## config.mk

```make
export PLATFORM = sky130hd
export DESIGN_NAME = busdp_core
export DESIGN_NICKNAME = d
export VERILOG_FILES = /design/src/rtl/busdp_pkg.sv /design/src/rtl/busdp_regbank.sv /design/src/rtl/busdp_srcmux.sv /design/src/rtl/busdp_alu.sv /design/src/rtl/busdp_core.sv
export SDC_FILE = /design/constraint.sdc
export NUM_CORES = 1
export LEC_CHECK = 0
export ABC_AREA = 1
export BUFFER_PORTS_ARGS = -buffer_cell sky130_fd_sc_hd__buf_2
export CORE_UTILIZATION = 61
export DETAILED_ROUTE_END_ITERATION = 6
export GPL_ROUTABILITY_DRIVEN = 0
export PLACE_DENSITY = 0.8
export SKIP_CTS_REPAIR_TIMING = 1
export SLEW_MARGIN = 25
export SYNTH_ARGS = -nofsm -noshare
export SYNTH_HDL_FRONTEND = slang
export SYNTH_HIERARCHICAL = 1
export SYNTH_SLANG_ARGS = --single-unit
```

## constraint.sdc

```tcl
create_clock -name clk -period 5.11 [get_ports clk]
set_input_delay 1.022 -clock clk [delete_from_list [all_inputs] [get_ports clk]]
set_output_delay 1.022 -clock clk [all_outputs]
set_load 0.005 [all_outputs]
```

## src/rtl/busdp_pkg.sv

```systemverilog
package busdp_pkg;
    localparam int SEL_W  = 3;
    localparam int NUM_RG = (1 << SEL_W) - 1;
    localparam int OP_W   = 4;

    typedef enum logic [OP_W-1:0] {
        OP_PASS = 4'd0,
        OP_INC  = 4'd1,
        OP_ADD  = 4'd2,
        OP_SUB  = 4'd3,
        OP_DEC  = 4'd4,
        OP_AND  = 4'd5,
        OP_OR   = 4'd6,
        OP_XOR  = 4'd7,
        OP_NOT  = 4'd8,
        OP_SHR  = 4'd9,
        OP_SHL  = 4'd10
    } alu_op_e;
endpackage

```

## src/rtl/busdp_regbank.sv

```systemverilog
module busdp_regbank
    import busdp_pkg::*;
#(
    parameter int W = 8
) (
    input  logic                           clk,
    input  logic                           rst,
    input  logic [SEL_W-1:0]               wr_sel,
    input  logic [W-1:0]                   wr_data,
    output logic [NUM_RG:1][W-1:0]         rd_regs
);
    typedef struct packed {
        logic [NUM_RG:1][W-1:0] r;
    } bank_t;

    bank_t         st_d, st_q;
    logic [NUM_RG:1] wr_en;

    // destination decoder: one enable per register, none for code 0
    for (genvar k = 1; k <= NUM_RG; k++) begin : g_dec
        assign wr_en[k] = (wr_sel == SEL_W'(k));
    end

    always_comb begin
        st_d = st_q;
        if (rst) begin
            st_d = '0;
        end else begin
            for (int k = 1; k <= NUM_RG; k++) begin
                if (wr_en[k]) st_d.r[k] = wr_data;
            end
        end
    end

    always_ff @(posedge clk) begin
        st_q <= st_d;
    end

    assign rd_regs = st_q.r;
endmodule

```

## src/rtl/busdp_srcmux.sv

```systemverilog
module busdp_srcmux
    import busdp_pkg::*;
#(
    parameter int W = 8
) (
    input  logic [NUM_RG:1][W-1:0] regs,
    input  logic [W-1:0]           ext,
    input  logic [SEL_W-1:0]       sel,
    output logic [W-1:0]           bus
);
    always_comb begin
        bus = ext;
        for (int k = 1; k <= NUM_RG; k++) begin
            if (sel == SEL_W'(k)) bus = regs[k];
        end
    end
endmodule

```

## src/rtl/busdp_alu.sv

```systemverilog
module busdp_alu
    import busdp_pkg::*;
#(
    parameter int W = 8
) (
    input  logic [W-1:0]    a,
    input  logic [W-1:0]    b,
    input  logic [OP_W-1:0] op,
    output logic [W-1:0]    y,
    output logic            cy,
    output logic            z
);
    localparam logic [W:0] ONE_X = (W+1)'(1);

    logic [W:0] sum_ab, sum_inc, dif_ab, dif_dec;

    always_comb begin
        sum_ab  = {1'b0, a} + {1'b0, b};
        sum_inc = {1'b0, a} + ONE_X;
        dif_ab  = {1'b0, a} - {1'b0, b};
        dif_dec = {1'b0, a} - ONE_X;
        y  = '0;
        cy = 1'b0;
        case (op)
            OP_PASS: y = a;
            OP_INC:  {cy, y} = sum_inc;
            OP_ADD:  {cy, y} = sum_ab;
            OP_SUB:  {cy, y} = dif_ab;
            OP_DEC:  {cy, y} = dif_dec;
            OP_AND:  y = a & b;
            OP_OR:   y = a | b;
            OP_XOR:  y = a ^ b;
            OP_NOT:  y = ~a;
            OP_SHR: begin
                y  = {1'b0, a[W-1:1]};
                cy = a[0];
            end
            OP_SHL: begin
                y  = {a[W-2:0], 1'b0};
                cy = a[W-1];
            end
            default: begin
                y  = '0;
                cy = 1'b0;
            end
        endcase
        z = (y == '0);
    end
endmodule

```

## src/rtl/busdp_core.sv

```systemverilog
module busdp_core
    import busdp_pkg::*;
#(
    parameter int W = 8
) (
    input  logic             clk,
    input  logic             rst,
    input  logic [W-1:0]     ext_in,
    input  logic [2:0]       sel_a,
    input  logic [2:0]       sel_b,
    input  logic [2:0]       sel_d,
    input  logic [3:0]       op,
    output logic [W-1:0]     result,
    output logic             carry,
    output logic             zero
);
    logic [NUM_RG:1][W-1:0] regs;
    logic [W-1:0]           bus_a, bus_b;

    busdp_regbank #(.W(W)) u_bank (
        .clk     (clk),
        .rst     (rst),
        .wr_sel  (sel_d),
        .wr_data (result),
        .rd_regs (regs)
    );

    busdp_srcmux #(.W(W)) u_mux_a (
        .regs (regs),
        .ext  (ext_in),
        .sel  (sel_a),
        .bus  (bus_a)
    );

    busdp_srcmux #(.W(W)) u_mux_b (
        .regs (regs),
        .ext  (ext_in),
        .sel  (sel_b),
        .bus  (bus_b)
    );

    busdp_alu #(.W(W)) u_alu (
        .a  (bus_a),
        .b  (bus_b),
        .op (op),
        .y  (result),
        .cy (carry),
        .z  (zero)
    );
endmodule

```

After elaboration in Yosys (flattened, before gate mapping). Index checks and enable logic that the tools add are counted.

Add/sub/neg operators: 4. Eq/ne operators: 31. Mux-type cells: 16. Bitwise logic cells: 4. Reduce and logical (&&, ||, !) cells: 2.

Operators by type and width (count): $mux 8 (14); $pmux 8 s11 (1); $eq 3x3->1 const B (12); $eq 3x2->1 const B (6); $eq 4x3->1 const B (4); $eq 4x4->1 const B (3); $add 8x1->9 const B (1); $add 8x8->9 (1); $eq 3x1->1 const B (3); $sub 8x1->9 const B (1); $sub 8x8->9 (1); $and 8x8->8 (1); $eq 4x2->1 const B (2); $logic_not 8->1 (1); $not 8->8 (1); $or 8x8->8 (1); $xor 8x8->8 (1); $pmux 1 s6 (1); $eq 4x1->1 const B (1); $logic_not 4->1 (1).

Register bits: 56. Input bits: 23. Output and inout port bits: 10.

Longest topological paths before layout. Gate-level depths: netlist of the first run.

Depth in word-level cells: 11. Gate-level depth with buffers: 28.

Hierarchy. The synthesis of the first run kept the hierarchy.

By module, submodules not included: busdp_regbank (instances 1, cells each 342, area each 2302.2 µm², seq. area each 1121.1 µm²); busdp_alu (instances 1, cells each 371, area each 1879.3 µm², seq. area each 0.0 µm²); busdp_srcmux (instances 2, cells each 183, area each 800.8 µm², seq. area each 0.0 µm²).

Worst setup path after synthesis of the first run. No wires, ideal clock.

Kind: input-to-output. From: input sel_a[0]. To: output zero. Data arrival time: 3929 ps. Data required time: 4088 ps. Path slack: 159 ps. Stages on the path: 21. Buffers on the path: 1. Cells stage by stage: buf_6 inv_2 nand3_2 inv_2 nand2_1 nand3_1 nand2_1 nand2_1 nand2_1 a21oi_1 inv_1 ha_1 o21ai_0 nand3_1 nand2_1 nand2_1 nand3_1 nand4_1 nor2_1 nand2_1 nor2_1.

Longest elaborated chain between the ends: 11. Elaborated cells on any way between the ends: 24. Those cells by class: 4 x add/sub; 7 x eq/ne; 8 x mux; 4 x bitwise; 1 x reduce/logical.

RTL lines: start: declaration (RTL line busdp_core.sv:9) `input logic [2:0] sel_a,`; $eq 3x1->1 (RTL line busdp_srcmux.sv:14) `if (sel == SEL_W'(k)) bus = regs[k];`; $mux 8 (6 in series) (RTL line busdp_srcmux.sv:14); $mux 8 * (RTL line busdp_srcmux.sv:14); net bus_a[1] (RTL line busdp_core.sv:18) `logic [W-1:0] bus_a, bus_b;`; $sub 8x1->9 (tied with other cells) (RTL line busdp_alu.sv:21) `dif_dec = {1'b0, a} - ONE_X;`; $pmux 8 s11 * (RTL line busdp_alu.sv:24) `case (op)`; net result[5] (RTL line busdp_core.sv:13) `output logic [W-1:0] result,`; $logic_not 8->1 * (RTL line busdp_alu.sv:47) `z = (y == '0);`; end: declaration (RTL line busdp_core.sv:15) `output logic zero`.

Mark *: on every way through the listed nets, which the timed path passes. The rest lies on a longest branch.

Worst setup path in the final report of the first run.
From: input sel_a[2]. To: output zero.

Longest elaborated chain between the ends: 11. Elaborated cells on any way between the ends: 24. Those cells by class: 4 x add/sub; 7 x eq/ne; 8 x mux; 4 x bitwise; 1 x reduce/logical.

RTL lines (RTL line): $eq 3x1->1 (busdp_srcmux.sv:14); $mux 8 (6 in series) (busdp_srcmux.sv:14); $mux 8 * (busdp_srcmux.sv:14); net bus_a[1] (busdp_core.sv:18); $sub 8x1->9 (tied with other cells) (busdp_alu.sv:21); $pmux 8 s11 * (busdp_alu.sv:24); $logic_not 8->1 * (busdp_alu.sv:47).

Marks and branches as above.

==> results.toml, run 1 <==
[final_layout]
most_common_library_cell_in_the_layout_ignoring_fill_and_taps = "sky130_fd_sc_hd__nand2_1"
layout.cells.most_common_list = "sky130_fd_sc_hd__nand2_1 (343), sky130_fd_sc_hd__nor2_1 (210), sky130_fd_sc_hd__inv_1 (143)"
filler_cell_count = 898
antenna-diode-count = 0
register_area_mm2 = 0.00112
layout.core_utilization = 0.683
post_layout_nonfiller_instances = 1229
final_layout_size_suffix_gt1_frac = 0.118
multiInputGateArea_mm2 = 0.00386
postLayoutCellArea_mm2 = 0.00628
area_growth_syn_to_layout_pct = 8.65
num-nets-final = 1169
largest_register_ffs = 56

[floorplanning]
floorplan.initialDensity = 0.629
core_region_area_mm2 = 0.00920
num_rows = 35
die_h_um = 99.4
io_pins = 33
die-width_um = 99.4
design.die.area_mm2 = 0.00987

[timing]
worst_slew_pin_slew_ns = 0.920
period_minus_slack_ns = 4.97
finalSetupTns_ns = 0
hold_viol_final = 0
pins_over_slew_limit = 0
min_period_over_period = 0.972
max_slew_margin_vs_limit = 0.384
maxClockFrequency_mhz = 201
clock-skew-final_ns = 0.0170
final-setup-viol-count = 0

[global_routing]
grt_antenna_before_repair = 0
global_route_usage_over_all_layers = 0.363
grt.met2_usage = 0.571
globalRoute.busiestLayer = "met2"
grt_pass1_wl_mm = 28.2
grt-ovfl-total = 0
vias_in_the_first_global_route = 5804
met1_use_gr = 0.508
global_route.usage.met3 = 0.0569
grt_max_degree = 48

[power_and_ir_drop]
power.density_mw_per_mm2 = 231
power_leakage_nw = 3.51
ir_worst_vdd_mv = 0.157

[cts]
cts_inserted_buffers = 5
path_clk_slew_ns = 0.10
tritoncts = "built"
cts_root_buf = "sky130_fd_sc_hd__clkbuf_8"
clock_path_buffers = 2
number_of_levels_in_the_clock_h_tree = 2
worstSkewPairLatency_ns = 0.33
clock-sinks = 56

[worst_setup_path]
path_max_fanout = 7
cp.arrival_ns = 3.95
critical-path-max-stage-delay_ns = 0.35
critical_path_buf_inv_count = 8
reg2reg_setup_slack_ns = 1.84
reg2reg_depth = 24
reg2reg_to = "u_bank/rd_regs[1]$_SDFFE_PP0N_"
critical_setup_path_class = "input port to primary output"
timing.critical_path.max_delay_family = "simple AND/OR/NAND/NOR gates"
worst_path_max_delay_cell = "sky130_fd_sc_hd__ha_1"
worstSetupEndpointType = "primary output"
rr_startpoint = "u_bank/rd_regs[0]$_SDFFE_PP0N_"
most_prevalent_standard_cell_on_the_critical_path = "sky130_fd_sc_hd__buf_4"
timing.critical_path.from_type = "input port"
crit_chain = "buf_2 > inv_2 > buf_4 > nor3_4 > buf_4 > buf_4 > a21oi_1 > a21oi_2 > inv_2 > ha_1 > o21ai_0 > buf_4 > nand3_1 > nand2_1 > nand2_1 > nand3_1 > nand4_1 > nor2_1 > nand2_1 > nor2_2 > buf_2"
cp_data_required_time_ns = 4.09

[yosys]
synth_ff_type = "sky130_fd_sc_hd__dfxtp_1"
postSynthNetCount = 1131
yosys_warnings = 6
synth_cell_type_count = 40
ys_seq_elements = 56
proportion_of_synthesized_chip_area_in_sequential_cells = 0.194
postSynthAreaPerCell_um2 = 5.36
syn-instance-count = 1079
number_of_synthesized_flops_with_an_enable_pin = 0
synthArstFlopShare = 0
synthesis.area_mm2 = 0.00578

[place]
post_dp_cell_area_mm2 = 0.00608
placed_cells = 1215
dpl.hpwl_mm = 13.6
port-buffer-count = 32

[run]
max_cap_viol_count = 0

[detailed_routing]
wl_per_cell_um = 14.4
final_antenna_net_count = 0
via_count = 6720
detail_route.wirelength_mm = 17.7
detail_route.first_pass.iterations = 6
drcViolationCount = 0
via_per_inst = 5.47
first_iter_violations = 592

[hold_path]
worst_hold_path.num_cells = 2
hold_path.startpoint = "u_bank/rd_regs[55]$_SDFFE_PP0N_"
hold_removal_path_class = "register to register"
hold_end = "u_bank/rd_regs[55]$_SDFFE_PP0N_"

[status]
outcome = "finished clean"
==> final cells by class <==
| class | instances | share of cell area |
|---|---|---|
| repair buffers | 69 | 0.0701 |
| clock buffers | 5 | 0.0110 |
| flip-flops and latches | 56 | 0.178 |
| well taps | 111 | 0.0221 |
| multi-input cells | 821 | 0.615 |
| inverters | 164 | 0.0992 |
| clock inverters | 3 | 0.00438 |
==> cell usage after synthesis (2+ instances only) <==
cell,count,area (um2)
sky130_fd_sc_hd__nand2_1,344,1290
sky130_fd_sc_hd__nor2_1,212,796
sky130_fd_sc_hd__inv_1,147,552
sky130_fd_sc_hd__nand3_1,104,521
sky130_fd_sc_hd__dfxtp_1,56,1120
sky130_fd_sc_hd__a21oi_1,43,215
sky130_fd_sc_hd__ha_1,27,338
sky130_fd_sc_hd__buf_2,21,105
sky130_fd_sc_hd__o21ai_0,18,90.1
sky130_fd_sc_hd__inv_2,17,63.8
sky130_fd_sc_hd__nand4_1,16,100
sky130_fd_sc_hd__o22ai_1,10,62.6
sky130_fd_sc_hd__buf_6,6,67.6
sky130_fd_sc_hd__buf_4,5,37.5
sky130_fd_sc_hd__nand2_2,5,31.3
sky130_fd_sc_hd__nand3_2,5,50.1
sky130_fd_sc_hd__nor2_2,5,31.3
sky130_fd_sc_hd__clkbuf_1,4,15.0
sky130_fd_sc_hd__nor3_1,4,20.0
sky130_fd_sc_hd__a21boi_1,2,15.0
sky130_fd_sc_hd__a221oi_2,2,30.0
sky130_fd_sc_hd__buf_1,2,7.51
sky130_fd_sc_hd__fa_1,2,40.0
sky130_fd_sc_hd__nor2_4,2,22.5
sky130_fd_sc_hd__nor3_4,2,32.5
sky130_fd_sc_hd__o21ai_1,2,10.0
sky130_fd_sc_hd__or2_1,2,12.5
sky130_fd_sc_hd__or2_2,2,12.5
==> stage by stage <==
step / power, mW / hold slack [ns] / setup WS (ns)
2_1_floorplan: 0.944 / 0.458 / 0.159
3_5_place_dp: 1.15 / 0.476 / 0.0918
4_1_cts: 1.42 / 0.492 / 0.0790
6_report: 1.45 / 0.494 / 0.142
3_3_place_gp: 1.14 / 0.472 / 0.115
5_1_grt: 1.55 / 0.541 / -0.0938
==> metal layers <==
metal  wire length (um)  part of all wire
met1               7700              0.43
met2               7660              0.43
met3               1860              0.11
met4                485             0.027
met5                  0                 0
==> report_power, final <==
group	switching, mW	leakage, nW	internal, mW
Clock	0.175	0.0463	0.101
Sequential	0.0240	0.457	0.460
Combinational	0.457	3.00	0.237
==> worst max-delay path by stage <==
| stage | from | endpoint | slack [ns] | cells after the start |
|---|---|---|---|---|
| floorplan | sel_a[0] | zero | 0.16 | 21 |
| global placement | sel_b[2] | zero | 0.11 | 24 |
| detailed placement | sel_b[2] | zero | 0.09 | 24 |
| CTS | sel_b[2] | zero | 0.08 | 24 |
| global route | sel_a[0] | zero | -0.09 | 27 |
| finish | sel_a[2] | zero | 0.14 | 21 |
==> tightest hold or removal path, stage by stage, from the launching register on <==
cell and delay, ns:
sky130_fd_sc_hd__dfxtp_1 0.34, sky130_fd_sc_hd__nand2_1 0.06, sky130_fd_sc_hd__a21oi_1 0.06
==> logic make-up (layout without fill, tap and decap cells) <==
family,after synthesis,after routing,synth area share
and+or+nand+nor,709,709,0.513
buffers and inverters,202,241,0.147
AOI/OAI and AO/OA,82,82,0.0801
DFF,56,56,0.194
adders and majority gates,29,29,0.0653
xor gates and xnor gates,1,1,0.00151
No activity file was read; power rests on OpenSTA's default activity.
==> inputs of run 2 (changes only) <==
==> constraint.sdc (replaced) <==
create_clock -name clk -period 4.6 [get_ports clk]
set_input_delay 0.92 -clock clk [delete_from_list [all_inputs] [get_ports clk]]
set_output_delay 0.92 -clock clk [all_outputs]
set_load 0.005 [all_outputs]
==> run 2 against run 1 <==
Net effect: the run now ends with design-rule violations, negative setup slack left; largest cell class unchanged; via count grew 11%; worst hold slack got worse by 0.0044 ns; highest routed layer unchanged; power grew 26%; core utilization rose by 9.4 points; largest power group unchanged.
==> results.toml, run 2 (synthesized netlist as in run 1, its figures left out) <==
[final_layout]
num-nets-final = 1227
area_growth_syn_to_layout_pct = 23.6
largest_register_ffs = 56
antenna-diode-count = 0
layout.core_utilization = 0.777
filler_cell_count = 726
final_layout_size_suffix_gt1_frac = 0.204
layout.cells.most_common_list = "sky130_fd_sc_hd__nand2_1 (335), sky130_fd_sc_hd__nor2_1 (206), sky130_fd_sc_hd__inv_1 (137)"
most_common_library_cell_in_the_layout_ignoring_fill_and_taps = "sky130_fd_sc_hd__nand2_1"

[timing]
max_slew_margin_vs_limit = 0.329
clock-skew-final_ns = 0.0153
final-setup-viol-count = 2
hold_viol_final = 0
grt_setup_unrepaired = "true"
pins_over_slew_limit = 0
period_minus_slack_ns = 4.72
min_period_over_period = 1.03
maxClockFrequency_mhz = 212
fin_ws_ns = -0.115
worst_slew_pin_slew_ns = 1.00
hold_slack_ns = 0.490

[floorplanning]
num_rows = 35
io_pins = 33
floorplan.initialDensity = 0.629
core_region_area_mm2 = 0.00920
design.die.area_mm2 = 0.00987
die_h_um = 99.4
die-width_um = 99.4

[worst_setup_path]
rr_startpoint = "u_bank/rd_regs[0]$_SDFFE_PP0N_"
reg2reg_depth = 23
worstSetupEndpointType = "primary output"
path_max_fanout = 5
timing.critical_path.max_delay_family = "simple AND/OR/NAND/NOR gates"
reg2reg_setup_slack_ns = 1.30
timing.critical_path.from_type = "input port"
reg2reg_to = "u_bank/rd_regs[9]$_SDFFE_PP0N_"
cp.arrival_ns = 3.80
critical_setup_path_class = "input port to primary output"
critical-path-max-stage-delay_ns = 0.39
cp_data_required_time_ns = 3.68
critical_path_buf_inv_count = 5
worst_path_max_delay_cell = "sky130_fd_sc_hd__fa_2"

[detailed_routing]
via_per_inst = 5.81
wl_per_cell_um = 16.4
via_count = 7483
final_antenna_net_count = 0
drcViolationCount = 1
detail_route.wirelength_mm = 21.1
first_iter_violations = 1010
detail_route.first_pass.iterations = 7

[cts]
clock-sinks = 56
number_of_levels_in_the_clock_h_tree = 2
tritoncts = "built"
worstSkewPairLatency_ns = 0.33
clock_path_buffers = 2
cts_root_buf = "sky130_fd_sc_hd__clkbuf_8"
path_clk_slew_ns = 0.11
cts_inserted_buffers = 5

[global_routing]
grt_max_degree = 49
global_route_usage_over_all_layers = 0.376
grt-ovfl-total = 0
grt_pass1_wl_mm = 29.5
vias_in_the_first_global_route = 6125
grt_antenna_before_repair = 0

[hold_path]
hold_end = "u_bank/rd_regs[54]$_SDFFE_PP0N_"
hold_path.startpoint = "u_bank/rd_regs[54]$_SDFFE_PP0N_"
worst_hold_path.num_cells = 2
hold_removal_path_class = "register to register"

[place]
port-buffer-count = 32
dpl.hpwl_mm = 14.2
dp_slack_ns = -0.125

[run]
max_cap_viol_count = 0

[status]
failed_checks = "design-rule violations, negative setup slack"
outcome = "finished, violations left"

[power_and_ir_drop]
ir_worst_vdd_mv = 0.207
power_leakage_nw = 3.88
power.density_mw_per_mm2 = 257
-- run 2: worst max path at each step --
stage,cells after the start,endpoint,slack (ns),startpoint
after detailed placement,23,zero,-0.13,sel_b[2]
final,25,zero,-0.12,sel_a[0]
after global routing,25,zero,-0.26,sel_b[1]
after CTS,23,zero,-0.13,sel_b[2]
after global placement,23,zero,-0.11,sel_b[2]
after floorplan,21,zero,0.04,sel_a[0]
-- run 2: layout make-up --
class	instances	area (um2)	area share
multi-input cells	821	4160	0.581
flip-flops and latches	56	1120	0.157
repair buffers	127	973	0.136
inverters	164	663	0.0928
well taps	111	139	0.0194
clock buffers	5	68.8	0.00963
clock inverters	3	27.5	0.00385
-- run 2: tightest hold or removal path, delay by kind of cell, from the launching register on --
kind / cells / cell delay (ns)
flip-flops: 1 / 0.34
AND/OR/NAND/NOR: 1 / 0.06
AO/OA/AOI/OAI: 1 / 0.05
-- run 2: metal layers --
| metal | track usage | vias to the layer above | share of wire |
|---|---|---|---|
| li1 | - | 3511 | - |
| met3 | 0.0703 | 146 | 0.14 |
| met5 | 0 | - | 0 |
| met4 | 0.117 | 0 | 0.057 |
| met2 | 0.585 | 603 | 0.42 |
| met1 | 0.525 | 3223 | 0.38 |
-- run 2: where the power goes --
part / internal [mW] / switching [mW]
logic: 0.381 / 0.612
registers: 0.510 / 0.0270
clock network: 0.113 / 0.195
-- run 2: stage by stage --
stage | setup TNS (ns) | power [mW] | instances | area, um2
finish | -0.121 | 1.84 | 1287 | 7150
global placement | -0.109 | 1.34 | 1262 | 6460
CTS | -0.143 | 1.65 | 1270 | 6560
global route | -1.00 | 1.94 | 1287 | 7150
detailed placement | -0.132 | 1.35 | 1262 | 6460
floorplan | 0 | 1.05 | 1079 | 5790
